==> src/rtl/mmc_cmd_pkg.sv <==
`timescale 1ns/1ps
package mmc_cmd_pkg;

  typedef enum logic [2:0] {
    ST_IDLE,
    ST_SEND,
    ST_TURN,
    ST_WAIT,
    ST_RECV,
    ST_FIN
  } seq_state_t;

  localparam logic [6:0] CRC7_POLY = 7'h09;
  localparam int CRC_SPAN = 120;

  // One serial step of the seven-bit check register.
  function automatic logic [6:0] crc7_step(input logic [6:0] c, input logic b);
    logic fb;
    fb = b ^ c[6];
    return {c[5:0], 1'b0} ^ (fb ? CRC7_POLY : 7'h00);
  endfunction

  // Folds the low nbits of d, highest bit first.
  function automatic logic [6:0] crc7_vec(input logic [CRC_SPAN-1:0] d, input int nbits);
    logic [6:0] c;
    c = '0;
    for (int i = CRC_SPAN - 1; i >= 0; i--) begin
      if (i < nbits) c = crc7_step(c, d[i]);
    end
    return c;
  endfunction

endpackage

==> src/rtl/mmc_tick_timer.sv <==
`timescale 1ns/1ps
module mmc_tick_timer #(
  parameter int W = 8
) (
  input  logic         clk,
  input  logic         rst,
  input  logic         clear,
  input  logic         inc,
  output logic [W-1:0] count
);
  always_ff @(posedge clk) begin
    if (rst || clear) count <= '0;
    else if (inc)     count <= count + 1'b1;
  end
endmodule

==> src/rtl/mmc_cmd_tx.sv <==
`timescale 1ns/1ps
module mmc_cmd_tx
  import mmc_cmd_pkg::*;
#(
  parameter int IDX_W = 6,
  parameter int ARG_W = 32
) (
  input  logic             clk,
  input  logic             rst,
  input  logic             tick,
  input  logic             load,
  input  logic             shift_en,
  input  logic [IDX_W-1:0] idx,
  input  logic [ARG_W-1:0] arg,
  output logic             bit_out,
  output logic             last
);
  localparam int PAY_W   = 2 + IDX_W + ARG_W;
  localparam int FRAME_W = PAY_W + 8;
  localparam int CNT_W   = $clog2(FRAME_W);

  logic [PAY_W-1:0]    payload;
  logic [CRC_SPAN-1:0] pay_ext;
  logic [6:0]          pay_crc;
  logic [FRAME_W-1:0]  sreg;
  logic [CNT_W-1:0]    cnt;

  assign payload = {2'b01, idx, arg};
  assign pay_ext = CRC_SPAN'(payload);
  assign pay_crc = crc7_vec(pay_ext, PAY_W);

  always_ff @(posedge clk) begin
    if (rst) begin
      sreg <= '1;
      cnt  <= '0;
    end else if (load) begin
      sreg <= {payload, pay_crc, 1'b1};
      cnt  <= '0;
    end else if (tick && shift_en && !last) begin
      sreg <= {sreg[FRAME_W-2:0], 1'b1};
      cnt  <= cnt + 1'b1;
    end
  end

  assign bit_out = sreg[FRAME_W-1];
  assign last    = (cnt == CNT_W'(FRAME_W - 1));
endmodule

==> src/rtl/mmc_rsp_rx.sv <==
`timescale 1ns/1ps
module mmc_rsp_rx
  import mmc_cmd_pkg::*;
#(
  parameter int SHORT_LEN = 48,
  parameter int LONG_LEN  = 136
) (
  input  logic                clk,
  input  logic                rst,
  input  logic                clear,
  input  logic                shift,
  input  logic                bit_in,
  input  logic                long_sel,
  output logic [LONG_LEN-1:0] data,
  output logic                crc_ok
);
  localparam int SHORT_CRC_N = SHORT_LEN - 8;
  localparam int LONG_CRC_HI = LONG_LEN - 9;
  localparam int LONG_CRC_N  = LONG_CRC_HI - 7;

  logic [CRC_SPAN-1:0] short_vec, long_vec;
  logic [6:0]          short_crc, long_crc;

  always_ff @(posedge clk) begin
    if (rst || clear) data <= '0;
    else if (shift)   data <= {data[LONG_LEN-2:0], bit_in};
  end

  assign short_vec = CRC_SPAN'(data[SHORT_LEN-1:8]);
  assign long_vec  = CRC_SPAN'(data[LONG_CRC_HI:8]);
  assign short_crc = crc7_vec(short_vec, SHORT_CRC_N);
  assign long_crc  = crc7_vec(long_vec, LONG_CRC_N);
  assign crc_ok    = long_sel ? (long_crc == data[7:1]) : (short_crc == data[7:1]);
endmodule

==> src/rtl/mmc_cmd_seq.sv <==
`timescale 1ns/1ps
module mmc_cmd_seq
  import mmc_cmd_pkg::*;
#(
  parameter int IDX_W     = 6,
  parameter int ARG_W     = 32,
  parameter int LAT_W     = 4,
  parameter int NID_MIN   = 5,
  parameter int SB_WINDOW = 64,
  parameter int SHORT_LEN = 48,
  parameter int LONG_LEN  = 136
) (
  input  logic                clk,
  input  logic                rst,
  input  logic                tick,
  input  logic                enable,
  input  logic                go,
  input  logic [IDX_W-1:0]    cmd_index,
  input  logic [ARG_W-1:0]    cmd_arg,
  input  logic [1:0]          rsp_type,
  input  logic                open_drain,
  input  logic [LAT_W-1:0]    max_lat,
  input  logic                cmd_in,
  output logic                cmd_out,
  output logic                cmd_oe,
  output logic                od_mode,
  output logic                busy,
  output logic                done,
  output logic                timeout,
  output logic                crc_err,
  output logic [LONG_LEN-1:0] rsp_data
);
  localparam int TURN_MAX = NID_MIN + (1 << LAT_W) - 1;
  localparam int MAX_A    = (TURN_MAX > SB_WINDOW) ? TURN_MAX : SB_WINDOW;
  localparam int CNT_MAX  = (MAX_A > LONG_LEN) ? MAX_A : LONG_LEN;
  localparam int CNT_W    = $clog2(CNT_MAX + 1);

  seq_state_t       state, nxt;
  logic             req, sh_od;
  logic [IDX_W-1:0] sh_idx;
  logic [ARG_W-1:0] sh_arg;
  logic [1:0]       sh_type;
  logic [LAT_W-1:0] sh_lat;

  logic             start, tx_bit, tx_last, rx_crc_ok, long_sel, no_rsp;
  logic             tmr_clr, tmr_inc, rx_clr, rx_shift, sb_expire;
  logic [CNT_W-1:0] tcount, turn_len, rsp_last;

  assign start    = tick && req && enable && (state == ST_IDLE);
  assign long_sel = (sh_type == 2'd2);
  assign no_rsp   = (sh_type == 2'd0);
  assign turn_len = CNT_W'(NID_MIN) + CNT_W'(sh_lat);
  assign rsp_last = long_sel ? CNT_W'(LONG_LEN - 2) : CNT_W'(SHORT_LEN - 2);
  assign sb_expire = (state == ST_WAIT) && tick && cmd_in &&
                     (tcount == CNT_W'(SB_WINDOW - 1));

  mmc_cmd_tx #(.IDX_W(IDX_W), .ARG_W(ARG_W)) u_tx (
    .clk(clk), .rst(rst), .tick(tick), .load(start),
    .shift_en(state == ST_SEND), .idx(sh_idx), .arg(sh_arg),
    .bit_out(tx_bit), .last(tx_last)
  );

  mmc_tick_timer #(.W(CNT_W)) u_timer (
    .clk(clk), .rst(rst), .clear(tmr_clr), .inc(tmr_inc), .count(tcount)
  );

  mmc_rsp_rx #(.SHORT_LEN(SHORT_LEN), .LONG_LEN(LONG_LEN)) u_rx (
    .clk(clk), .rst(rst), .clear(rx_clr), .shift(rx_shift), .bit_in(cmd_in),
    .long_sel(long_sel), .data(rsp_data), .crc_ok(rx_crc_ok)
  );

  always_comb begin
    nxt      = state;
    tmr_clr  = 1'b0;
    tmr_inc  = 1'b0;
    rx_clr   = 1'b0;
    rx_shift = 1'b0;
    case (state)
      ST_IDLE: if (start) begin
        nxt    = ST_SEND;
        rx_clr = 1'b1;
      end
      ST_SEND: if (tick && tx_last) begin
        tmr_clr = 1'b1;
        nxt     = no_rsp ? ST_FIN : ST_TURN;
      end
      ST_TURN: if (tick) begin
        if (tcount == turn_len - 1'b1) begin
          nxt     = ST_WAIT;
          tmr_clr = 1'b1;
        end else begin
          tmr_inc = 1'b1;
        end
      end
      ST_WAIT: if (tick) begin
        if (!cmd_in) begin
          rx_shift = 1'b1;
          tmr_clr  = 1'b1;
          nxt      = ST_RECV;
        end else if (tcount == CNT_W'(SB_WINDOW - 1)) begin
          nxt = ST_FIN;
        end else begin
          tmr_inc = 1'b1;
        end
      end
      ST_RECV: if (tick) begin
        rx_shift = 1'b1;
        if (tcount == rsp_last) nxt = ST_FIN;
        else                    tmr_inc = 1'b1;
      end
      ST_FIN:  nxt = ST_IDLE;
      default: nxt = ST_IDLE;
    endcase
  end

  always_ff @(posedge clk) begin
    if (rst) begin
      state   <= ST_IDLE;
      req     <= 1'b0;
      sh_idx  <= '0;
      sh_arg  <= '0;
      sh_type <= '0;
      sh_lat  <= '0;
      sh_od   <= 1'b0;
      od_mode <= 1'b0;
      cmd_oe  <= 1'b0;
      busy    <= 1'b0;
      done    <= 1'b0;
      timeout <= 1'b0;
      crc_err <= 1'b0;
    end else begin
      state <= nxt;
      if (!enable) begin
        req <= 1'b0;
      end else if (state == ST_IDLE && go && !req) begin
        req     <= 1'b1;
        sh_idx  <= cmd_index;
        sh_arg  <= cmd_arg;
        sh_type <= rsp_type;
        sh_lat  <= max_lat;
        sh_od   <= open_drain;
      end
      if (start) begin
        req     <= 1'b0;
        busy    <= 1'b1;
        done    <= 1'b0;
        timeout <= 1'b0;
        crc_err <= 1'b0;
        cmd_oe  <= 1'b1;
        od_mode <= sh_od;
      end
      if (state == ST_SEND && tick && tx_last) cmd_oe <= 1'b0;
      if (sb_expire) timeout <= 1'b1;
      if (state == ST_FIN) begin
        busy <= 1'b0;
        done <= 1'b1;
        if (!no_rsp && !timeout && !rx_crc_ok) crc_err <= 1'b1;
      end
    end
  end

  assign cmd_out = cmd_oe ? tx_bit : 1'b1;

  assert_idle_when_disabled_R2: assert property (@(posedge clk) disable iff (rst)
    (state == ST_IDLE && !enable) |=> (state == ST_IDLE));
  assert_drive_only_in_send_R3: assert property (@(posedge clk) disable iff (rst)
    cmd_oe |-> (state == ST_SEND));
  assert_mode_held_R4: assert property (@(posedge clk) disable iff (rst)
    (busy && $past(busy)) |-> $stable(od_mode));
  assert_turn_bounded_R6: assert property (@(posedge clk) disable iff (rst)
    (state == ST_TURN) |-> (tcount < turn_len && !cmd_oe));
  assert_wait_bounded_R7: assert property (@(posedge clk) disable iff (rst)
    (state == ST_WAIT) |-> (tcount < CNT_W'(SB_WINDOW)));
  assert_flags_exclusive_R10: assert property (@(posedge clk) disable iff (rst)
    !(timeout && crc_err));
  assert_done_not_busy_R11: assert property (@(posedge clk) disable iff (rst)
    done |-> !busy);
endmodule

==> config.mk <==
export PLATFORM = sky130hd
export DESIGN_NAME = mmc_cmd_seq
export DESIGN_NICKNAME = d
export VERILOG_FILES = /design/src/rtl/mmc_cmd_pkg.sv /design/src/rtl/mmc_tick_timer.sv /design/src/rtl/mmc_cmd_tx.sv /design/src/rtl/mmc_rsp_rx.sv /design/src/rtl/mmc_cmd_seq.sv
export SDC_FILE = /design/constraint.sdc
export NUM_CORES = 1
export LEC_CHECK = 0
export BUFFER_PORTS_ARGS = -buffer_cell sky130_fd_sc_hd__buf_2
export CORE_MARGIN = 2
export CORE_UTILIZATION = 45
export CTS_BUF_LIST = sky130_fd_sc_hd__clkbuf_4 sky130_fd_sc_hd__clkbuf_8
export CTS_CLUSTER_DIAMETER = 30
export DETAILED_ROUTE_END_ITERATION = 7
export PLACE_DENSITY_LB_ADDON = 0.12
export RECOVER_POWER = 25
export SLEW_MARGIN = 20
export SYNTH_ARGS = -nofsm -noshare
export SYNTH_HDL_FRONTEND = slang
export SYNTH_SLANG_ARGS = --single-unit
==> constraint.sdc <==
create_clock -name clk -period 9.5 [get_ports clk]
set_clock_uncertainty 0.15 [all_clocks]
set_input_delay 1.425 -clock clk [delete_from_list [all_inputs] [get_ports clk]]
set_output_delay 1.425 -clock clk [all_outputs]
set_load 0.01 [all_outputs]
Word-level counts from Yosys, hierarchy flattened
Index checks and enable logic that the tools add are counted.
- muxes and demuxes: 238
- bitwise gates (word level): 392
- reduce and logical (&&, ||, !) cells: 32
- equal/unequal tests: 20
- $add $sub $neg: 4
- operators by type and width (cell ; number):
    7-bit XOR ; 195
    4-bit 2-to-1 mux ; 198
    1-bit XOR ; 192
    48-bit 2-to-1 mux ; 2
    3-bit 2-to-1 mux ; 10
    1-bit 2-to-1 mux ; 23
    8-bit equality test ; 2
    3-bit case mux with 5 select lines ; 1
    7-bit equality test ; 2
    1-bit logical AND ; 14
    2-bit != test, second input constant ; 7
    8-bit by 1-bit adder with 8-bit output, second input constant ; 1
    8-bit by 6-bit equality test with 1-bit output, second input constant ; 1
    8-bit 2-to-1 mux ; 1
    8-bit AND reduction ; 1
    6-bit by 1-bit adder with 6-bit output, second input constant ; 1
    3-bit by 2-bit equality test with 1-bit output, second input constant ; 2
    3-bit equality test, second input constant ; 2
    6-bit equality test, second input constant ; 1
    1-bit case mux with 3 select lines ; 2
    2-bit nonzero test ; 3
    2-bit OR reduction ; 3
    5-bit by 1-bit subtractor with 6-bit output, second input constant ; 1
    3-bit by 4-bit adder with 5-bit output, first input constant ; 1
    other kinds (13) ; 20
- flip-flop bits (word level): 252
- output and inout bits: 143

Depth between registers and ports, before layout
Gate-level depths: netlist of the first run.
- depth after elaboration: 363
- gate-level depth with buffers: 15
- gate-level depth less buffers: 14

Hierarchy
From an unflattened synthesis of the first run, not the netlist that was laid out.
- cells, all modules: 1430
- area total of the unflattened synthesis: 15110.7 um^2
- modules (own cells, without submodules) (module ; instances ; area an instance (um^2) ; cells each):
    mmc_rsp_rx ; 1 ; 9098.7 ; 797
    mmc_cmd_tx ; 1 ; 3338.2 ; 300
    mmc_cmd_seq ; 1 ; 2328.5 ; 295
    mmc_tick_timer ; 1 ; 345.3 ; 38

Least setup slack after synthesis of the first run
No wires, ideal clock.
- path kind: register -> register
- start: register u_rx.data[111]
- end: register crc_err
- buffers on the path: 0
- setup slack: 4.071 ns
- stages on the path, launching flop included: 15
- data arrival time: 5.159 ns
- cells stage by stage: dfxtp_1 xor3_2 xnor3_2 xnor3_2 xor3_2 xnor3_2 xor2_2 xnor3_2 xnor3_1 xnor3_2 xnor3_1 or2_1 mux2i_1 a31oi_1 o31a_1
- longest elaborated chain between the ends: 162
- elaborated cells between the ends (all ways): 300
- those cells by class: eq/ne (1); mux (98); bitwise (199); reduce/logical (2)
- ends and longest elaborated chain (element ; RTL line ; text):
    start: declaration ; mmc_rsp_rx.sv:14 ; output logic [LONG_LEN-1:0] data,
    start signal: assignment ; mmc_rsp_rx.sv:26 ; else if (shift) data <= {data[LONG_LEN-2:0], bit_in};
    1-bit XOR * ; mmc_cmd_pkg.sv:19 ; fb = b ^ c[6];
    4-bit 2-to-1 mux * ; mmc_cmd_pkg.sv:20 ; return {c[5:0], 1'b0} ^ (fb ? CRC7_POLY : 7'h00);
    7-bit XOR * (4 in series) ; mmc_cmd_pkg.sv:20 ;
    1-bit XOR or 7-bit XOR (tied branches) ; mmc_cmd_pkg.sv:19, mmc_cmd_pkg.sv:20 ;
    4-bit 2-to-1 mux or 7-bit XOR (tied branches) ; mmc_cmd_pkg.sv:20 ;
    7-bit XOR * (4 in series) ; mmc_cmd_pkg.sv:20 ;
    1-bit XOR or 7-bit XOR (tied branches) ; mmc_cmd_pkg.sv:19, mmc_cmd_pkg.sv:20 ;
    4-bit 2-to-1 mux or 7-bit XOR (tied branches) ; mmc_cmd_pkg.sv:20 ;
    (+140 left out) ; -- ;
    4-bit 2-to-1 mux or 7-bit XOR (tied branches) ; mmc_cmd_pkg.sv:20 ;
    7-bit XOR * ; mmc_cmd_pkg.sv:20 ;
    7-bit equality test * ; mmc_rsp_rx.sv:33 ; assign crc_ok = long_sel ? (long_crc == data[7:1]) : (short_crc == data[7:1]);
    1-bit 2-to-1 mux * ; mmc_rsp_rx.sv:33 ;
    1-bit zero test * ; mmc_cmd_seq.sv:157 ; if (!no_rsp && !timeout && !rx_crc_ok) crc_err <= 1'b1;
    1-bit logical AND * ; mmc_cmd_seq.sv:157 ;
    1-bit 2-to-1 mux * ; mmc_cmd_seq.sv:157 ;
    1-bit 2-to-1 mux * ; mmc_cmd_seq.sv:154 ; if (state == ST_FIN) begin
    end signal: assignment ; mmc_cmd_seq.sv:130 ; crc_err <= 1'b0;
    end signal: assignment ; mmc_cmd_seq.sv:148 ; crc_err <= 1'b0;
    end signal: assignment ; mmc_cmd_seq.sv:157 ;
    end: declaration ; mmc_cmd_seq.sv:30 ; output logic crc_err,
Every way passes the cells marked *; elsewhere a longest branch is shown, timed or not.
A chain may end at the register's enable or synchronous reset.

Final worst setup path of the first run
- start: register u_rx.data[122]
- end: register crc_err
- longest elaborated chain between the ends: 179
- elaborated cells between the ends (all ways): 333
- those cells by class: eq/ne (1); mux (109); bitwise (221); reduce/logical (2)
- ends and longest elaborated chain (element ; RTL line):
    1-bit XOR * ; mmc_cmd_pkg.sv:19
    4-bit 2-to-1 mux * ; mmc_cmd_pkg.sv:20
    7-bit XOR * (4 in series) ; mmc_cmd_pkg.sv:20
    1-bit XOR ; mmc_cmd_pkg.sv:19
    4-bit 2-to-1 mux ; mmc_cmd_pkg.sv:20
    7-bit XOR * (4 in series) ; mmc_cmd_pkg.sv:20
    1-bit XOR ; mmc_cmd_pkg.sv:19
    4-bit 2-to-1 mux ; mmc_cmd_pkg.sv:20
    (+155 left out) ; --
    4-bit 2-to-1 mux ; mmc_cmd_pkg.sv:20
    7-bit XOR * (3 in series) ; mmc_cmd_pkg.sv:20
    7-bit equality test * ; mmc_rsp_rx.sv:33
    1-bit 2-to-1 mux * ; mmc_rsp_rx.sv:33
    1-bit zero test * ; mmc_cmd_seq.sv:157
    1-bit logical AND * ; mmc_cmd_seq.sv:157
    1-bit 2-to-1 mux * ; mmc_cmd_seq.sv:157
    1-bit 2-to-1 mux * ; mmc_cmd_seq.sv:154
Marks and branches as above.

==> results of run 1 <==
-- power breakdown --
part | leakage [nW] | switching, mW | internal, mW
logic | 4.11 | 0.167 | 0.146
clock network | 0.661 | 0.516 | 0.844
registers | 2.04 | 0.0177 | 1.08
-- worst reg2reg max path, cell delays in order, from the launching register on --
cell and delay [ns]:
dfxtp_1 0.46, xor3_2 0.47, xnor3_2 0.46, xnor3_2 0.48
xor3_2 0.49, xnor3_2 0.49, xor2_2 0.24, xnor3_2 0.48
xnor3_1 0.26, xnor3_2 0.48, xnor3_1 0.40, or2_1 0.21
mux2i_1 0.13, a31oi_1 0.10, o31a_1 0.29
-- sequential cells by signal (all words and copies together) (netlist names), 2 cells and up --
signal,count
u_tx.cnt,6
sh_lat,4
u_tx.sreg,47
state,3
u_rx.data,136
sh_idx,6
sh_type,2
sh_arg,32
u_timer.count,8
-- worst min path at each step --
stage | startpoint | endpoint | slack, ns | cells after the start
after floorplan | u_tx.sreg[45] | u_tx.sreg[45] | 0.27 | 2
after global placement | u_tx.sreg[38] | u_tx.sreg[38] | 0.28 | 2
after detailed placement | u_tx.sreg[14] | u_tx.sreg[14] | 0.28 | 2
after CTS | u_tx.sreg[14] | u_tx.sreg[14] | 0.29 | 2
after global routing | u_tx.sreg[9] | u_tx.sreg[9] | 0.30 | 2
final | u_tx.sreg[14] | u_tx.sreg[14] | 0.29 | 2
-- layout by cell type, fill, tap and decap left out, types with 5 or more instances in the layout --
cell          n
xor3_1        7
clkbuf_8     66
inv_1         7
nand3_1      10
bufinv_16     6
clkbuf_4     11
clkinv_2     10
xnor3_2      11
nand4_1       6
xnor2_1     224
a21oi_1     188
xor2_1       85
dfxtp_1     252
a221oi_1     44
nor3_1        8
nand2b_1      6
buf_2       164
xnor3_4       5
nand2_1     455
clkbuf_1     32
clkinvlp_4    8
o21ai_0      15
xnor3_1      45
buf_4         6
nor2_1       36
-- final cells by class --
cell class                      count  area (µm²)  share of cell area, %
Tap cell                          390         488                   3.02
Sequential cell                   252        5040                   31.2
Multi-Input combinational cell   1206        8310                   51.4
Clock buffer                       77         991                   6.14
Inverter                            7        26.3                  0.163
Timing Repair Buffer              202         986                   6.10
Clock inverter                     26         310                   1.92
-- stage by stage --
step | hold slack [ns] | worst slack (ns) | cells
after floorplan | 0.272 | 4.07 | 1559
after global routing | 0.305 | 3.52 | 2160
after global placement | 0.279 | 3.93 | 2057
final | 0.290 | 3.80 | 2160
after detailed placement | 0.283 | 3.80 | 2057
after CTS | 0.292 | 3.80 | 2160
-- per-layer routing --
metal	GRT usage, %	wire length, µm	part of all wire, %
met5	0	0	0
met4	5.35	538	1.6
met3	3.96	1870	5.4
met2	33.9	15500	45
met1	30.8	16600	48
-- logic make-up (layout without fill, tap and decap cells) --
kind of cell | count (synthesis) | after routing | share of synthesized area [%]
AO/OA/AOI/OAI | 267 | 267 | 11.3
adder cells (fa/ha/maj) | 4 | 4 | 0.365
AND/OR/NAND/NOR | 544 | 544 | 15.7
flip-flops | 252 | 252 | 36.8
multiplexers | 4 | 4 | 0.292
buffers and inverters | 101 | 312 | 2.85
XOR/XNOR | 387 | 387 | 32.7
==> key figures, run 1 <==
Clocking
  • CTS buffer count: 56
  • Post-CTS Resized: 0
  • H-Tree Depth: 2
  • Clock Sinks: 252
  • Hold buffer count at CTS: 0
  • Post-CTS setup buffers: 0
  • Root buffer cell: clkbuf_8
  • Clock Latency Late Sink: between 0.5 and 0.6 ns
  • Clk slew on worst S/H paths: approximately 0.050 ns
  • CTS max path bufs: 3
  • Clock tree from TritonCTS: built

Worst setup path
  • CP endpoint: crc_err
  • CP max FO: 6
  • Most frequent CP cell: xnor3_2
  • FF-to-FF setup slack: 3.80 ns
  • RR Startpoint: u_rx.data[122]
  • Worst reg-to-reg path cell count: 14
  • Crit-path slowest cell: xor3_2
  • Worst Path Required: 9.82 ns
  • R2r endpoint: crc_err
  • Worst EP arrival: 6.02 ns
  • CP Capture Type: flip-flop
  • Crit path cell chain: xor3_2 -> xnor3_2 -> xnor3_2 -> xor3_2 -> xnor3_2 -> xor2_2 -> xnor3_2 -> xnor3_1 -> xnor3_2 -> xnor3_1 -> or2_1 -> mux2i_1 -> a31oi_1 -> o31a_1
  • Slowest Stage Delay on Critical Path: between 0.4 and 0.5 ns
  • Worst Setup SP: u_rx.data[122]
  • WP depth: 14
  • CP Launch Type: flip-flop
  • Bufs and invs on worst path: 0
  • Crit path max-delay family: XOR/XNOR gates
  • WS Path Type: reg -> reg

Die
  • Die width: 179 µm
  • Die height: 179 µm
  • Initial core utilization: 46.1%
  • I/O Pins: 194
  • Core Footprint: 29800 µm²
  • Row cnt: 63
  • Die area: 31900 µm²

Final layout
  • Ant diodes: 0
  • Core Util, Final: 54.2%
  • Fillers: around 2800
  • Final Instance Area: ~16000 µm²
  • Nets@finish: 1780
  • Share of cells above drive strength 1: between 10% and 20%
  • Area Overhead vs Synth: 17.7%

STA
  • Maximum clock frequency: between 150 and 200 MHz
  • Total Neg Setup Slack: 0 ns
  • Final Setup Violations: 0
  • Minimum clock period: 5.70 ns
  • Final Max Slew Viols: 213
  • Final Hold Vio Count: 0
  • Slew headroom: -78.9%
  • Worst-Margin Slew: 2.68 ns
  • RSZ-0062 raised after global routing: no
  • Final Cycle Share: between 60% and 70%

Power
  • Leak: roughly 6.8 nW
  • Worst-case vdd ir drop: 107 µV
  • Power Density: 172 nW/µm²
  • Overall power: 2.77 mW

Detailed routing
  • Detail Route Antenna Nets: 0
  • Iter 0 DRT Violations: 789
  • Drt first pass iters: 5
  • Vias per inst: 5.05
  • Final wirelength: 34600 µm
  • Routed len/inst: 16.0 µm
  • Residual DRC: 0
  • Total number of vias: 10900

Outcome
  • Failing checks: max-capacitance violations, max-slew violations
  • Status: finished, violations left

Logic synthesis
  • Dominant cells by area after synthesis: dfxtp_1 37%, xnor2_1 14%, nand2_1 12%, xnor3_1 7.4%, a21oi_1 6.9%
  • Synth Register Bits: 252
  • Synth Instances: 1559
  • Yosys top cell area share: 36.8%
  • Async SR Flop Fraction: 0%
  • Most frequent cell after synthesis: nand2_1
  • Post-synthesis area per instance: 8.80 µm²
  • Post-synth EDFFs: 0
  • Mapped cell area: 13700 µm²
  • Register area share after synthesis: 36.8%
  • Synth cell types: 52
  • Syn_nets: roughly 1600
  • Yosys Warn Count: 0
  • Dominant synthesized flop cell: dfxtp_1
  • Post-synth top cells: 456 x nand2_1, 252 x dfxtp_1, 224 x xnor2_1
  • Synth area leader: dfxtp_1

Global routing
  • Initial antenna violation count: 0
  • Total Routing Usage GR: a little over a fifth
  • Largest net degree at the start of global routing: 90
  • First-pass GRT wire length: 55500 µm
  • Grt ovf: 0
  • Vias in the first global route: between 10000 and 15000

Flow run
  • Max cap viols: 4

Min path
  • Hold/Removal Path Class: reg -> reg

Placed design
  • Placed instance area: 14900 µm²
  • Port Buffers: 193
  • GP Congestion: 0.830
  • Detailed placer's ending HPWL: 23900 µm
Power figures use the tool's default switching activity.
==> run 2, diff against run 1 <==
- ABC_AREA: unset -> 1
- clock period: 9.5 -> 4.8 ns (I/O delays scaled with it)
==> run 2 against run 1 <==
  * Die area up 13%
  * Critical endpoint unchanged
  * Critical path depth up 61
  * Synthesized area up 13%
  * Sequential cell count unchanged
  * Sequential share of layout area down 5.5 points
  * Wire length up 27%
  * The run ends with max-capacitance violations, max-slew violations, negative setup slack left
==> key figures, run 2 <==
Global routing
  • First-pass GRT wire length: 71900 µm (+29%)
  • Largest net degree at the start of global routing: 252 (+180%)
  • Total Routing Usage GR: 24.0% (+2.4 points)
  • Grt ovf: 0 (unchanged)
  • Initial antenna violation count: 0 (unchanged)
  • Vias in the first global route: 15000 (+45%)

Final layout
  • Nets@finish: 2735 (+54%)
  • Most common cell after layout, fill and taps aside: nand2_1
  • Core Util, Final: 57.6% (+3.3 points)
  • Largest regs: u_rx.data (136), u_tx.sreg (47), sh_arg (32)
  • Fin cells: 3187 (+48%)
  • Most frequent cells in the layout: 565 x nand2_1, 243 x dfxtp_1, 227 x inv_1
  • Number of flip-flops in the largest register: 136 (unchanged)
  • Largest reg by FF count: u_rx.data
  • Ant diodes: 0 (unchanged)
  • Area Overhead vs Synth: 27.0%
  • Final Instance Area: 19700 µm² (+22%)
  • Share of cells above drive strength 1: 26.4% (+9.0 points)

Die
  • Die width: 190 µm (+6.3%)
  • Initial core utilization: 45.3% (-0.75 points)
  • Die area: 36000 µm² (+13%)
  • I/O Pins: 194 (unchanged)
  • Row cnt: 68 (+7.9%)
  • Core Footprint: 34300 µm² (+15%)
  • Die height: 190 µm (+6.3%)

Clocking
  • Clock Sinks: 252 (unchanged)
  • CTS max path bufs: 3 (unchanged)
  • Clock tree from TritonCTS: built
  • Clock Latency Late Sink: 0.61 ns (+0.02 ns)
  • Clk slew on worst S/H paths: 0.05 ns (about the same)
  • Hold buffer count at CTS: 0 (unchanged)
  • CTS buffer count: 67 (+20%)
  • Root buffer cell: clkbuf_8
  • H-Tree Depth: 3 (+1)

Detailed routing
  • Routed len/inst: 13.8 µm (-14%)
  • Drt first pass iters: 5 (unchanged)
  • Total number of vias: 16000 (+47%)
  • Iter 0 DRT Violations: 967 (+23%)
  • Vias per inst: 5.03 (-0.32%)
  • Residual DRC: 0 (unchanged)
  • Detail Route Antenna Nets: 0 (unchanged)
  • Final wirelength: 43800 µm (+27%)

Flow run
  • Max cap viols: 1 (-3)

Placed design
  • Placed cell count: 3064 (+49%)
  • Port Buffers: 193 (unchanged)
  • Pre-CTS setup slack: -2.16 ns (-5.96 ns)
  • GP Congestion: 0.931 (+12%)
  • Placed instance area: 17700 µm² (+19%)
  • Detailed placer's ending HPWL: 31300 µm (+31%)

STA
  • Final Max Slew Viols: 45 (-79%)
  • Final Setup Violations: 1 (+1)
  • Minimum clock period: 7.04 ns (+1.34 ns)
  • Maximum clock frequency: 142 MHz (-19%)
  • Slew headroom: -17.6% (+61 points)
  • Final Cycle Share: 147% (+87 points)
  • Final Hold Vio Count: 0 (unchanged)
  • Worst-Margin Slew: 1.76 ns (-0.919 ns)
  • Worst setup margin: -2.24 ns (-6.04 ns)
  • RSZ-0062 raised after global routing: yes

Logic synthesis
  • Async SR Flop Fraction: 0% (unchanged)
  • Dominant cells by area after synthesis: dfxtp_1 32%, nand2_1 15%, nand3_1 8.0%, a21oi_1 6.3%, o21ai_0 6.1%
  • Synth cell types: 35 (-33%)
  • Yosys top cell area share: 32.5% (-4.3 points)
  • Synth Instances: 2374 (+52%)
  • Post-synth top cells: 631 x nand2_1, 252 x dfxtp_1, 249 x nand3_1
  • Post-synth EDFFs: 0 (unchanged)
  • Yosys Warn Count: 0 (unchanged)
  • Register area share after synthesis: 32.5% (-4.3 points)
  • Mapped cell area: 15500 µm² (+13%)
  • Synth Register Bits: 252 (unchanged)
  • Dominant synthesized flop cell: dfxtp_1
  • Post-synthesis area per instance: 6.54 µm² (-26%)
  • Synth area leader: dfxtp_1
  • Most frequent cell after synthesis: nand2_1
  • Syn_nets: 2429 (+50%)

Min path
  • Hold/Removal Path Class: in -> reg

Worst setup path
  • Crit-path slowest cell: dfxtp_4
  • Slowest Stage Delay on Critical Path: 0.35 ns (-0.14 ns)
  • CP max FO: 5 (-1)
  • CP Capture Type: flip-flop
  • Worst EP arrival: 7.38 ns (+1.36 ns)
  • Worst Path Required: 5.13 ns (-4.69 ns)
  • WS Path Type: reg -> reg
  • CP Launch Type: flip-flop
  • Most frequent CP cell: nand2_2

Outcome
  • Status: finished, violations left
  • Failing checks: max-capacitance violations, max-slew violations, negative setup slack
-- run 2: cell count changes after synthesis, sizes merged, moves of 41 or more --
cell,delta
a221oi,-41
inv,+264
nand2,+348
nand3,+264
nor2,+54
o21ai,+174
xnor2,-176
xnor3,-61
-- run 2: final timing paths --
path	startpoint	to	slack, ns	cells after the start
max	u_rx.data[126]	crc_err	-2.24	75
min	cmd_arg[26]	sh_arg[26]	0.20	3
max reg2reg	u_rx.data[126]	crc_err	-2.24	75
min reg2reg	u_timer.count[6]	u_timer.count[6]	0.30	1
-- run 2: per-stage QoR --
step / hold WS [ns] / TNS (ns)
after floorplan: 0.272 / -1.10
after global placement: 0.288 / -2.10
after detailed placement: 0.293 / -2.16
after CTS: 0.144 / -2.03
after global routing: 0.177 / -2.92
final: 0.196 / -2.24
-- run 2: area by class of cell --
| type | instances | area [µm²] |
|---|---|---|
| well taps | 455 | 569 |
| clock buffers | 92 | 1180 |
| flip-flops and latches | 252 | 5070 |
| clock inverters | 29 | 393 |
| fillers | 3344 | 14600 |
| repair buffers | 314 | 1780 |
| multi-input cells | 1772 | 9720 |
| inverters | 273 | 1030 |
-- run 2: layer usage --
layer  up-vias  GRT usage [%]  share of wire [%]
met5         -              0                  0
met4         0           9.93                2.7
met3        74           4.41                5.0
met2       381           38.4                 45
met1      7286           31.9                 47
li1       8295              -                  -
-- run 2: worst max-delay path, delay by kind of cell, from the launching register on --
family        cells  cell delay (ns)
flops             1             0.35
xor+xnor          1             0.24
simple gates     65             5.62
buf+inv           9             0.57
-- run 2: kinds of logic after synthesis --
kind of cell    share of synthesized area (%)
buf+inv                                  8.46
compound gates                           14.4
flops                                    32.5
fa+ha+maj                               0.322
xor+xnor                                 8.38
simple gates                             36.0
-- run 2: what timing repair did --
action / 4_1_cts / 5_1_grt
buffers inserted: 0 / 2
pin swaps: 12 / 37
setup endpoints to repair: 1 / 1
gates resized for setup: 52 / 86
Power of run 2 is left out: the tool's default activity adds up to more than one toggle a clock period on the data nets, which glitch-free logic cannot reach.
